<file path="src/rtl/pgx_pkg.sv">
// Package: shared widths and the walk state type for the translation unit.
// Assumes 32-bit linear and physical addresses with 4 KB pages.
package pgx_pkg;
    localparam int ADDR_W  = 32;
    localparam int OFF_W   = 12;
    localparam int IDX_W   = 10;
    localparam int PAGE_W  = ADDR_W - OFF_W;
    localparam int ENTRY_W = 32;

    typedef enum logic [1:0] {
        WK_IDLE = 2'd0,
        WK_DIR  = 2'd1,
        WK_TBL  = 2'd2,
        WK_RESP = 2'd3
    } walk_state_e;
endpackage

</file>
<file path="src/rtl/pgx_tlb.sv">
// Module: fully associative cache of page translations with LRU replacement.
// Each entry carries an age; ages form a permutation of 0..ENTRIES-1 and
// the entry of age ENTRIES-1 is the oldest. Invalid entries are filled first.
// Assumes ENTRIES is a power of two. A flush wins over a same-cycle fill.
module pgx_tlb
    import pgx_pkg::*;
#(
    parameter int ENTRIES = 32
) (
    input  logic              clk,
    input  logic              rst_n,
    input  logic              flush,
    input  logic [PAGE_W-1:0] lk_page,
    input  logic              lk_use,
    output logic              lk_hit,
    output logic [PAGE_W-1:0] lk_frame,
    input  logic              ins_en,
    input  logic [PAGE_W-1:0] ins_page,
    input  logic [PAGE_W-1:0] ins_frame
);
    localparam int AGE_W = $clog2(ENTRIES);
    localparam logic [AGE_W-1:0] AGE_OLDEST = AGE_W'(ENTRIES - 1);

    logic [ENTRIES-1:0] valid_q;
    logic [PAGE_W-1:0]  tag_q   [ENTRIES];
    logic [PAGE_W-1:0]  frame_q [ENTRIES];
    logic [AGE_W-1:0]   age_q   [ENTRIES];
    logic [ENTRIES-1:0] hit_vec;
    logic [AGE_W-1:0]   hit_idx;
    logic [AGE_W-1:0]   victim_idx;
    logic [AGE_W-1:0]   use_idx;
    logic               use_en;

    // Per-entry tag comparators.
    for (genvar g = 0; g < ENTRIES; g++) begin : g_cmp
        assign hit_vec[g] = valid_q[g] && (tag_q[g] == lk_page);
    end

    // Encode the matching entry and select its frame.
    always_comb begin
        hit_idx  = '0;
        lk_frame = '0;
        for (int i = 0; i < ENTRIES; i++) begin
            if (hit_vec[i]) hit_idx = AGE_W'(i);
            lk_frame = lk_frame | ({PAGE_W{hit_vec[i]}} & frame_q[i]);
        end
    end
    assign lk_hit = |hit_vec;

    // Victim: lowest-numbered invalid entry, otherwise the oldest entry.
    always_comb begin
        logic found_free;
        found_free = 1'b0;
        victim_idx = '0;
        for (int i = ENTRIES - 1; i >= 0; i--) begin
            if (!valid_q[i]) begin
                victim_idx = AGE_W'(i);
                found_free = 1'b1;
            end
        end
        if (!found_free) begin
            for (int i = 0; i < ENTRIES; i++) begin
                if (age_q[i] == AGE_OLDEST) victim_idx = AGE_W'(i);
            end
        end
    end

    assign use_idx = ins_en ? victim_idx : hit_idx;
    assign use_en  = ins_en || (lk_use && lk_hit);

    // Valid bits: reset and flush clear all, a fill sets the victim.
    always_ff @(posedge clk) begin
        if (!rst_n || flush) begin
            valid_q <= '0;
        end else if (ins_en) begin
            valid_q[victim_idx] <= 1'b1;
        end
    end

    // Tag and frame storage written on fill.
    always_ff @(posedge clk) begin
        if (ins_en && !flush) begin
            tag_q[victim_idx]   <= ins_page;
            frame_q[victim_idx] <= ins_frame;
        end
    end

    // Age update: the used entry becomes youngest, younger ones age by one.
    always_ff @(posedge clk) begin
        if (!rst_n) begin
            for (int i = 0; i < ENTRIES; i++) age_q[i] <= AGE_W'(i);
        end else if (use_en && !flush) begin
            for (int i = 0; i < ENTRIES; i++) begin
                if (AGE_W'(i) == use_idx) age_q[i] <= '0;
                else if (age_q[i] < age_q[use_idx]) age_q[i] <= age_q[i] + 1'b1;
            end
        end
    end

    // At most one entry may match any page.
    p_unique_hit_r5: assert property (@(posedge clk) disable iff (!rst_n)
        $onehot0(hit_vec));

    // Nothing hits in the cycle after a flush.
    p_flush_clears_r8: assert property (@(posedge clk) disable iff (!rst_n)
        flush |=> !lk_hit);
endmodule

</file>
<file path="src/rtl/pgx_walker.sv">
// Module: two-step walk engine. Reads the directory entry, then the table
// entry, over a request/acknowledge read port, and produces a one-cycle
// response. Assumes mem_ack comes only while mem_req is high. A kill
// (flush or new frame) during a walk stops the result from being stored.
module pgx_walker
    import pgx_pkg::*;
(
    input  logic              clk,
    input  logic              rst_n,
    input  logic              start,
    input  logic [ADDR_W-1:0] start_lin,
    input  logic [PAGE_W-1:0] dir_frame,
    input  logic              kill,
    output logic              mem_req,
    output logic [ADDR_W-1:0] mem_addr,
    input  logic              mem_ack,
    input  logic [ENTRY_W-1:0] mem_data,
    output logic              busy,
    output logic              done,
    output logic [ADDR_W-1:0] done_phys,
    output logic              done_fault,
    output logic              ins_en,
    output logic [PAGE_W-1:0] ins_page,
    output logic [PAGE_W-1:0] ins_frame
);
    walk_state_e       state_q;
    logic [ADDR_W-1:0] lin_q;
    logic [PAGE_W-1:0] tbl_frame_q;
    logic              stale_q;
    logic              present;
    logic [10:0]       unused_attr;

    assign present     = mem_data[0];
    assign unused_attr = mem_data[11:1];

    // Read address for the current step.
    always_comb begin
        mem_addr = '0;
        if (state_q == WK_DIR)
            mem_addr = {dir_frame, lin_q[ADDR_W-1 -: IDX_W], 2'b00};
        else if (state_q == WK_TBL)
            mem_addr = {tbl_frame_q, lin_q[OFF_W+IDX_W-1 -: IDX_W], 2'b00};
    end

    assign mem_req   = (state_q == WK_DIR) || (state_q == WK_TBL);
    assign busy      = (state_q != WK_IDLE);
    assign done      = (state_q == WK_RESP);
    assign ins_en    = (state_q == WK_TBL) && mem_ack && present && !stale_q && !kill;
    assign ins_page  = lin_q[ADDR_W-1:OFF_W];
    assign ins_frame = mem_data[ENTRY_W-1:OFF_W];

    // Walk sequencing and result capture.
    always_ff @(posedge clk) begin
        if (!rst_n) begin
            state_q     <= WK_IDLE;
            lin_q       <= '0;
            tbl_frame_q <= '0;
            stale_q     <= 1'b0;
            done_phys   <= '0;
            done_fault  <= 1'b0;
        end else begin
            case (state_q)
                WK_IDLE: begin
                    if (start) begin
                        lin_q   <= start_lin;
                        stale_q <= 1'b0;
                        state_q <= WK_DIR;
                    end
                end
                WK_DIR: begin
                    if (kill) stale_q <= 1'b1;
                    if (mem_ack) begin
                        if (present) begin
                            tbl_frame_q <= mem_data[ENTRY_W-1:OFF_W];
                            state_q     <= WK_TBL;
                        end else begin
                            done_phys  <= '0;
                            done_fault <= 1'b1;
                            state_q    <= WK_RESP;
                        end
                    end
                end
                WK_TBL: begin
                    if (kill) stale_q <= 1'b1;
                    if (mem_ack) begin
                        done_fault <= !present;
                        done_phys  <= present ? {mem_data[ENTRY_W-1:OFF_W], lin_q[OFF_W-1:0]} : '0;
                        state_q    <= WK_RESP;
                    end
                end
                default: state_q <= WK_IDLE;
            endcase
        end
    end

    // A read request is held with a steady address until acknowledged.
    p_req_hold_r3: assert property (@(posedge clk) disable iff (!rst_n)
        (mem_req && !mem_ack) |=> (mem_req && $stable(mem_addr)));

    // A walk's response lasts exactly one cycle.
    p_resp_pulse_r4: assert property (@(posedge clk) disable iff (!rst_n)
        done |=> !done);
endmodule

</file>
<file path="src/rtl/pgx_translator.sv">
// Module: top of the translation unit. Holds the directory frame, looks up
// the translation cache, answers hits and pass-through in the accept cycle,
// and hands misses to the walker. One request outstanding at a time.
module pgx_translator
    import pgx_pkg::*;
#(
    parameter int TLB_ENTRIES = 32
) (
    input  logic        clk,
    input  logic        rst_n,
    input  logic        xlate_en,
    input  logic        dir_base_wr,
    input  logic [19:0] dir_base_in,
    input  logic        flush,
    input  logic        req_valid,
    input  logic [31:0] req_lin,
    output logic        req_ready,
    output logic        rsp_valid,
    output logic [31:0] rsp_phys,
    output logic        rsp_fault,
    output logic        mem_req,
    output logic [31:0] mem_addr,
    input  logic        mem_ack,
    input  logic [31:0] mem_data
);
    logic [PAGE_W-1:0] dir_frame_q;
    logic              accept, pass, hit_rsp, start, kill;
    logic              lk_hit;
    logic [PAGE_W-1:0] lk_frame;
    logic              busy, done, done_fault;
    logic [ADDR_W-1:0] done_phys;
    logic              ins_en;
    logic [PAGE_W-1:0] ins_page, ins_frame;

    // Directory frame register, loaded by its write pulse.
    always_ff @(posedge clk) begin
        if (!rst_n)           dir_frame_q <= '0;
        else if (dir_base_wr) dir_frame_q <= dir_base_in;
    end

    assign kill      = flush || dir_base_wr;
    assign req_ready = !busy;
    assign accept    = req_valid && req_ready;
    assign pass      = accept && !xlate_en;
    assign hit_rsp   = accept && xlate_en && lk_hit;
    assign start     = accept && xlate_en && !lk_hit;

    pgx_tlb #(.ENTRIES(TLB_ENTRIES)) u_tlb (
        .clk       (clk),
        .rst_n     (rst_n),
        .flush     (kill),
        .lk_page   (req_lin[ADDR_W-1:OFF_W]),
        .lk_use    (accept && xlate_en),
        .lk_hit    (lk_hit),
        .lk_frame  (lk_frame),
        .ins_en    (ins_en),
        .ins_page  (ins_page),
        .ins_frame (ins_frame)
    );

    pgx_walker u_walker (
        .clk        (clk),
        .rst_n      (rst_n),
        .start      (start),
        .start_lin  (req_lin),
        .dir_frame  (dir_frame_q),
        .kill       (kill),
        .mem_req    (mem_req),
        .mem_addr   (mem_addr),
        .mem_ack    (mem_ack),
        .mem_data   (mem_data),
        .busy       (busy),
        .done       (done),
        .done_phys  (done_phys),
        .done_fault (done_fault),
        .ins_en     (ins_en),
        .ins_page   (ins_page),
        .ins_frame  (ins_frame)
    );

    // Response select: walk result, pass-through, or cached frame.
    always_comb begin
        rsp_valid = pass || hit_rsp || done;
        rsp_fault = done && done_fault;
        if (done)      rsp_phys = done_phys;
        else if (pass) rsp_phys = req_lin;
        else           rsp_phys = {lk_frame, req_lin[OFF_W-1:0]};
    end

    // Translation off: same-cycle answer equal to the request.
    p_passthru_r2: assert property (@(posedge clk) disable iff (!rst_n)
        (req_valid && req_ready && !xlate_en) |-> (rsp_valid && rsp_phys == req_lin && !rsp_fault));

    // Same-cycle answers keep the page offset.
    p_offset_keep_r5: assert property (@(posedge clk) disable iff (!rst_n)
        (rsp_valid && req_ready && !rsp_fault) |-> (rsp_phys[11:0] == req_lin[11:0]));

    // Memory is only read while a walk holds off new requests.
    p_walk_blocks_r10: assert property (@(posedge clk) disable iff (!rst_n)
        mem_req |-> !req_ready);
endmodule

</file>
<file path="config.mk">
export PLATFORM = sky130hd
export DESIGN_NAME = pgx_translator
export DESIGN_NICKNAME = d
export VERILOG_FILES = /design/src/rtl/pgx_pkg.sv /design/src/rtl/pgx_tlb.sv /design/src/rtl/pgx_walker.sv /design/src/rtl/pgx_translator.sv
export SDC_FILE = /design/constraint.sdc
export NUM_CORES = 2
export LEC_CHECK = 0
export BUFFER_PORTS_ARGS = -buffer_cell sky130_fd_sc_hd__buf_2
export CORE_UTILIZATION = 25
export DETAILED_ROUTE_END_ITERATION = 10
export HOLD_SLACK_MARGIN = 0.03
export SLEW_MARGIN = 20
export SYNTH_ARGS = -nofsm -noshare
export SYNTH_HDL_FRONTEND = slang
export SYNTH_SLANG_ARGS = --single-unit
</file>
<file path="constraint.sdc">
create_clock -name clk -period 7.8 [get_ports clk]
set_input_delay 0.78 -clock clk [delete_from_list [all_inputs] [get_ports clk]]
set_output_delay 0.78 -clock clk [all_outputs]
set_load 0.05 [all_outputs]
</file>
==> impl_metrics.tcl <==
set metrics [dict create \
    dp.cells 9179 \
    ys_top_cells_by_area "edfxtp_1 60%, xnor2_1 5.2%, dfxtp_1 3.9%" \
    grt_remaining_overflow 0 \
    max_slew.worst_pin.slew_ps 1210 \
    min_period_ps 7600 \
    vias 49400 \
    setup.worst_path.start_class "flop" \
    critPathKind "reg2reg" \
    finalWirelength_mm 253 \
    clock-root-buffer "clkbuf_16" \
    hold_viol 0 \
    grt_pass1_vias 47200 \
    synth_area_um2 71600 \
    drive_above_1_share_pct 15.0 \
    drt_iter0_drc 6040 \
    ir_worst_vdd_mv 0.270 \
    power_density_nw_per_um2 228 \
    top_level_ports 159 \
    grt_use_total_pct 17.1 \
    arrival_ps 8120 \
    postCtsSetupRepairBufs 0 \
    grt_first_pass_wirelength_mm 353 \
    antenna_found_initial 19 \
    holdWs_ps 156 \
    avgSynthCellArea_um2 13.7 \
    h-tree-depth 4 \
    synthToLayoutAreaGrowth_pct 17.7 \
    dp_hpwl_mm 154 \
    fin_nets 5872 \
    critPathLaunch "u_tlb.age_q[2][0]" \
    die_area_um2 288000 \
    placementRows 196 \
    fin_crit_sh_pct 97.5 \
    hold_path_class "in2reg" \
    grt_use_met2_pct 27.9 \
    r2r-start "u_tlb.age_q[2][0]" \
    crit_end "u_tlb.age_q[12][4]" \
    cts_sinks 1580 \
    synthCells 5216 \
    status "finished, final reports clean" \
    clk_path_buf_depth 3 \
    hp-start "req_lin[0]" \
    core_um2 285000 \
    relSlewSlack_pct 19.0 \
    die_x_um 537 \
    yosysTopAreaCellShare_pct 60.4 \
    cts_tree "yes" \
    ys_seq_area_share_pct 64.3 \
    reg2reg_slack_ps 200 \
    drc 0 \
    required_ps 8320 \
    synth_largest_area_cell "edfxtp_1" \
    multi_input_area_um2 24100 \
    rsz0062_at_grt "no" \
    synthDistinctLibCells 96 \
    slowest_stage "a21oi_4" \
    drv_cap 0 \
    numCtsBuffers 166 \
    vias_per_cell 5.19 \
    gr-usage-met3_pct 3.26 \
    r2r_cells 26 \
    setup_slack_ps 199 \
    worstPathMaxFanout 23 \
    path_common_cell "buf_4" \
    clkTransAtPathRegs_ps 60 \
    grt_max_degree 91 \
    grt_most_used_layer "met2" \
    synth_edf_count 1440 \
    drtPass1Iterations 6 \
    routabilityCongestion 0.911 \
    final_util_pct 29.6 \
    ant_nets 0 \
    place_ws_ps -229 \
    ys_ff_latch 1580 \
    p_leak_uw 0.0279 \
    slew_violations 0 \
    die_h_um 537 \
    clk_latency_ps 880 \
    met1_usage_pct 21.5 \
    ys_warn_count 0 \
    wl_per_cell_um 26.7 \
    clock.fmax_mhz 132 \
    setup_viol 0 \
    crit_path_end_kind "flop" \
    async_flop_share_pct 0 \
    clock_skew_ps 100 \
    critPathMaxStageDelay_ps 720 \
    final_cells 9500 \
    portBuffers 145 \
    fillers 28500 \
    start_util_pct 25.1 \
    synth_flop_cell "edfxtp_1" \
    regArea_um2 46100 \
    r2r_end "u_tlb.age_q[12][4]" \
]
## cell type report
type                    instances  area share (%)
flip-flops and latches       1580            54.7
multi-input cells            3278            28.6
well taps                    3762            5.59
clock buffers                 219            5.32
repair buffers                473            4.14
clock inverters                91            1.20
inverters                      86           0.386
diodes                         11          0.0327
## repair_timing
action                     in CTS  in global routing
gates resized for setup         0                  2
hold buffers                    0                  0
setup endpoints to repair       0                161
## cells in the mapped netlist (140+ instances only)
cell and count:
dfxtp_1 140, xnor2_1 421, nor2_1 206, xor2_1 276, edfxtp_1 1440, nand4_1 205
nand3_1 177, a22oi_1 164, a21oi_1 211, clkbuf_1 143, nand2_1 240, ha_1 196
## layer usage
| metal | wire [um] | share of wire [%] | up-vias |
|---|---|---|---|
| li1 | - | - | 20900 |
| met1 | 97600 | 39 | 25000 |
| met2 | 119000 | 47 | 2823 |
| met3 | 23700 | 9.3 | 623 |
| met4 | 13200 | 5.2 | 12 |
| met5 | 75 | 0.030 | - |
## power by group
part           switching [uW]  internal, uW
clock network            3510          4440
logic                    1320           490
registers                70.1          9360
## layout by cell type (no fill, tap or decap), types with 167 or more instances in the layout
master     synthesis  layout
nand2_1          240     240
nand3_1          177     177
xnor2_1          421     421
a21oi_1          211     210
xor2_1           276     276
clkbuf_16          0     167
buf_4             49     326
edfxtp_1        1440    1440
nand4_1          205     205
ha_1             196     194
nor2_1           206     167
## sequential cells by signal, indices dropped and copies added (netlist names)
signal / count
dir_frame_q: 20
u_tlb.age_q: 160
u_tlb.frame_q: 640
u_tlb.tag_q: 640
u_tlb.valid_q: 32
u_walker.done_fault: 1
u_walker.done_phys: 32
u_walker.lin_q: 32
u_walker.stale_q: 1
u_walker.state_q: 2
u_walker.tbl_frame_q: 20
## logic make-up (layout without fill, tap and decap cells)
| kind of cell | Yosys count | after routing | synth area share, % |
|---|---|---|---|
| fa+ha+maj | 196 | 196 | 3.43 |
| mux | 110 | 110 | 1.56 |
| compound gates | 987 | 987 | 9.82 |
| flops | 1580 | 1580 | 64.3 |
| other cells | 1 | 13 | 0.00524 |
| xor+xnor | 697 | 697 | 8.53 |
| simple gates | 1286 | 1286 | 9.78 |
| buf+inv | 359 | 869 | 2.55 |
## critical path, delay by kind of cell, from the launching register on
family	cells	cell delay, ps
multiplexers	1	180
AND/OR/NAND/NOR	3	480
flip-flops	1	450
AO/OA/AOI/OAI	14	4320
buffers and inverters	5	1090
adder cells (fa/ha/maj)	3	730
## worst min path at each step
stage                                         to  slack [ps]  cells past startpoint
final                          u_walker.lin_q[0]         160                      3
after global routing           u_walker.lin_q[5]         150                      3
after CTS                      u_walker.lin_q[5]         110                      3
after detailed placement  u_walker.done_phys[21]         440                      2
after global placement     u_walker.done_phys[7]         440                      2
after floorplan            u_walker.done_phys[0]         430                      2
## per-stage QoR
step	total power (uW)	setup TNS, ps	area (um2)
finish	19200	0	84200
global route	19700	0	84200
CTS	19200	0	84200
detailed placement	11400	-11710	78700
global placement	11300	-13190	78700
floorplan	10600	0	71600
Note: power is estimated with default switching activity, not from simulation.
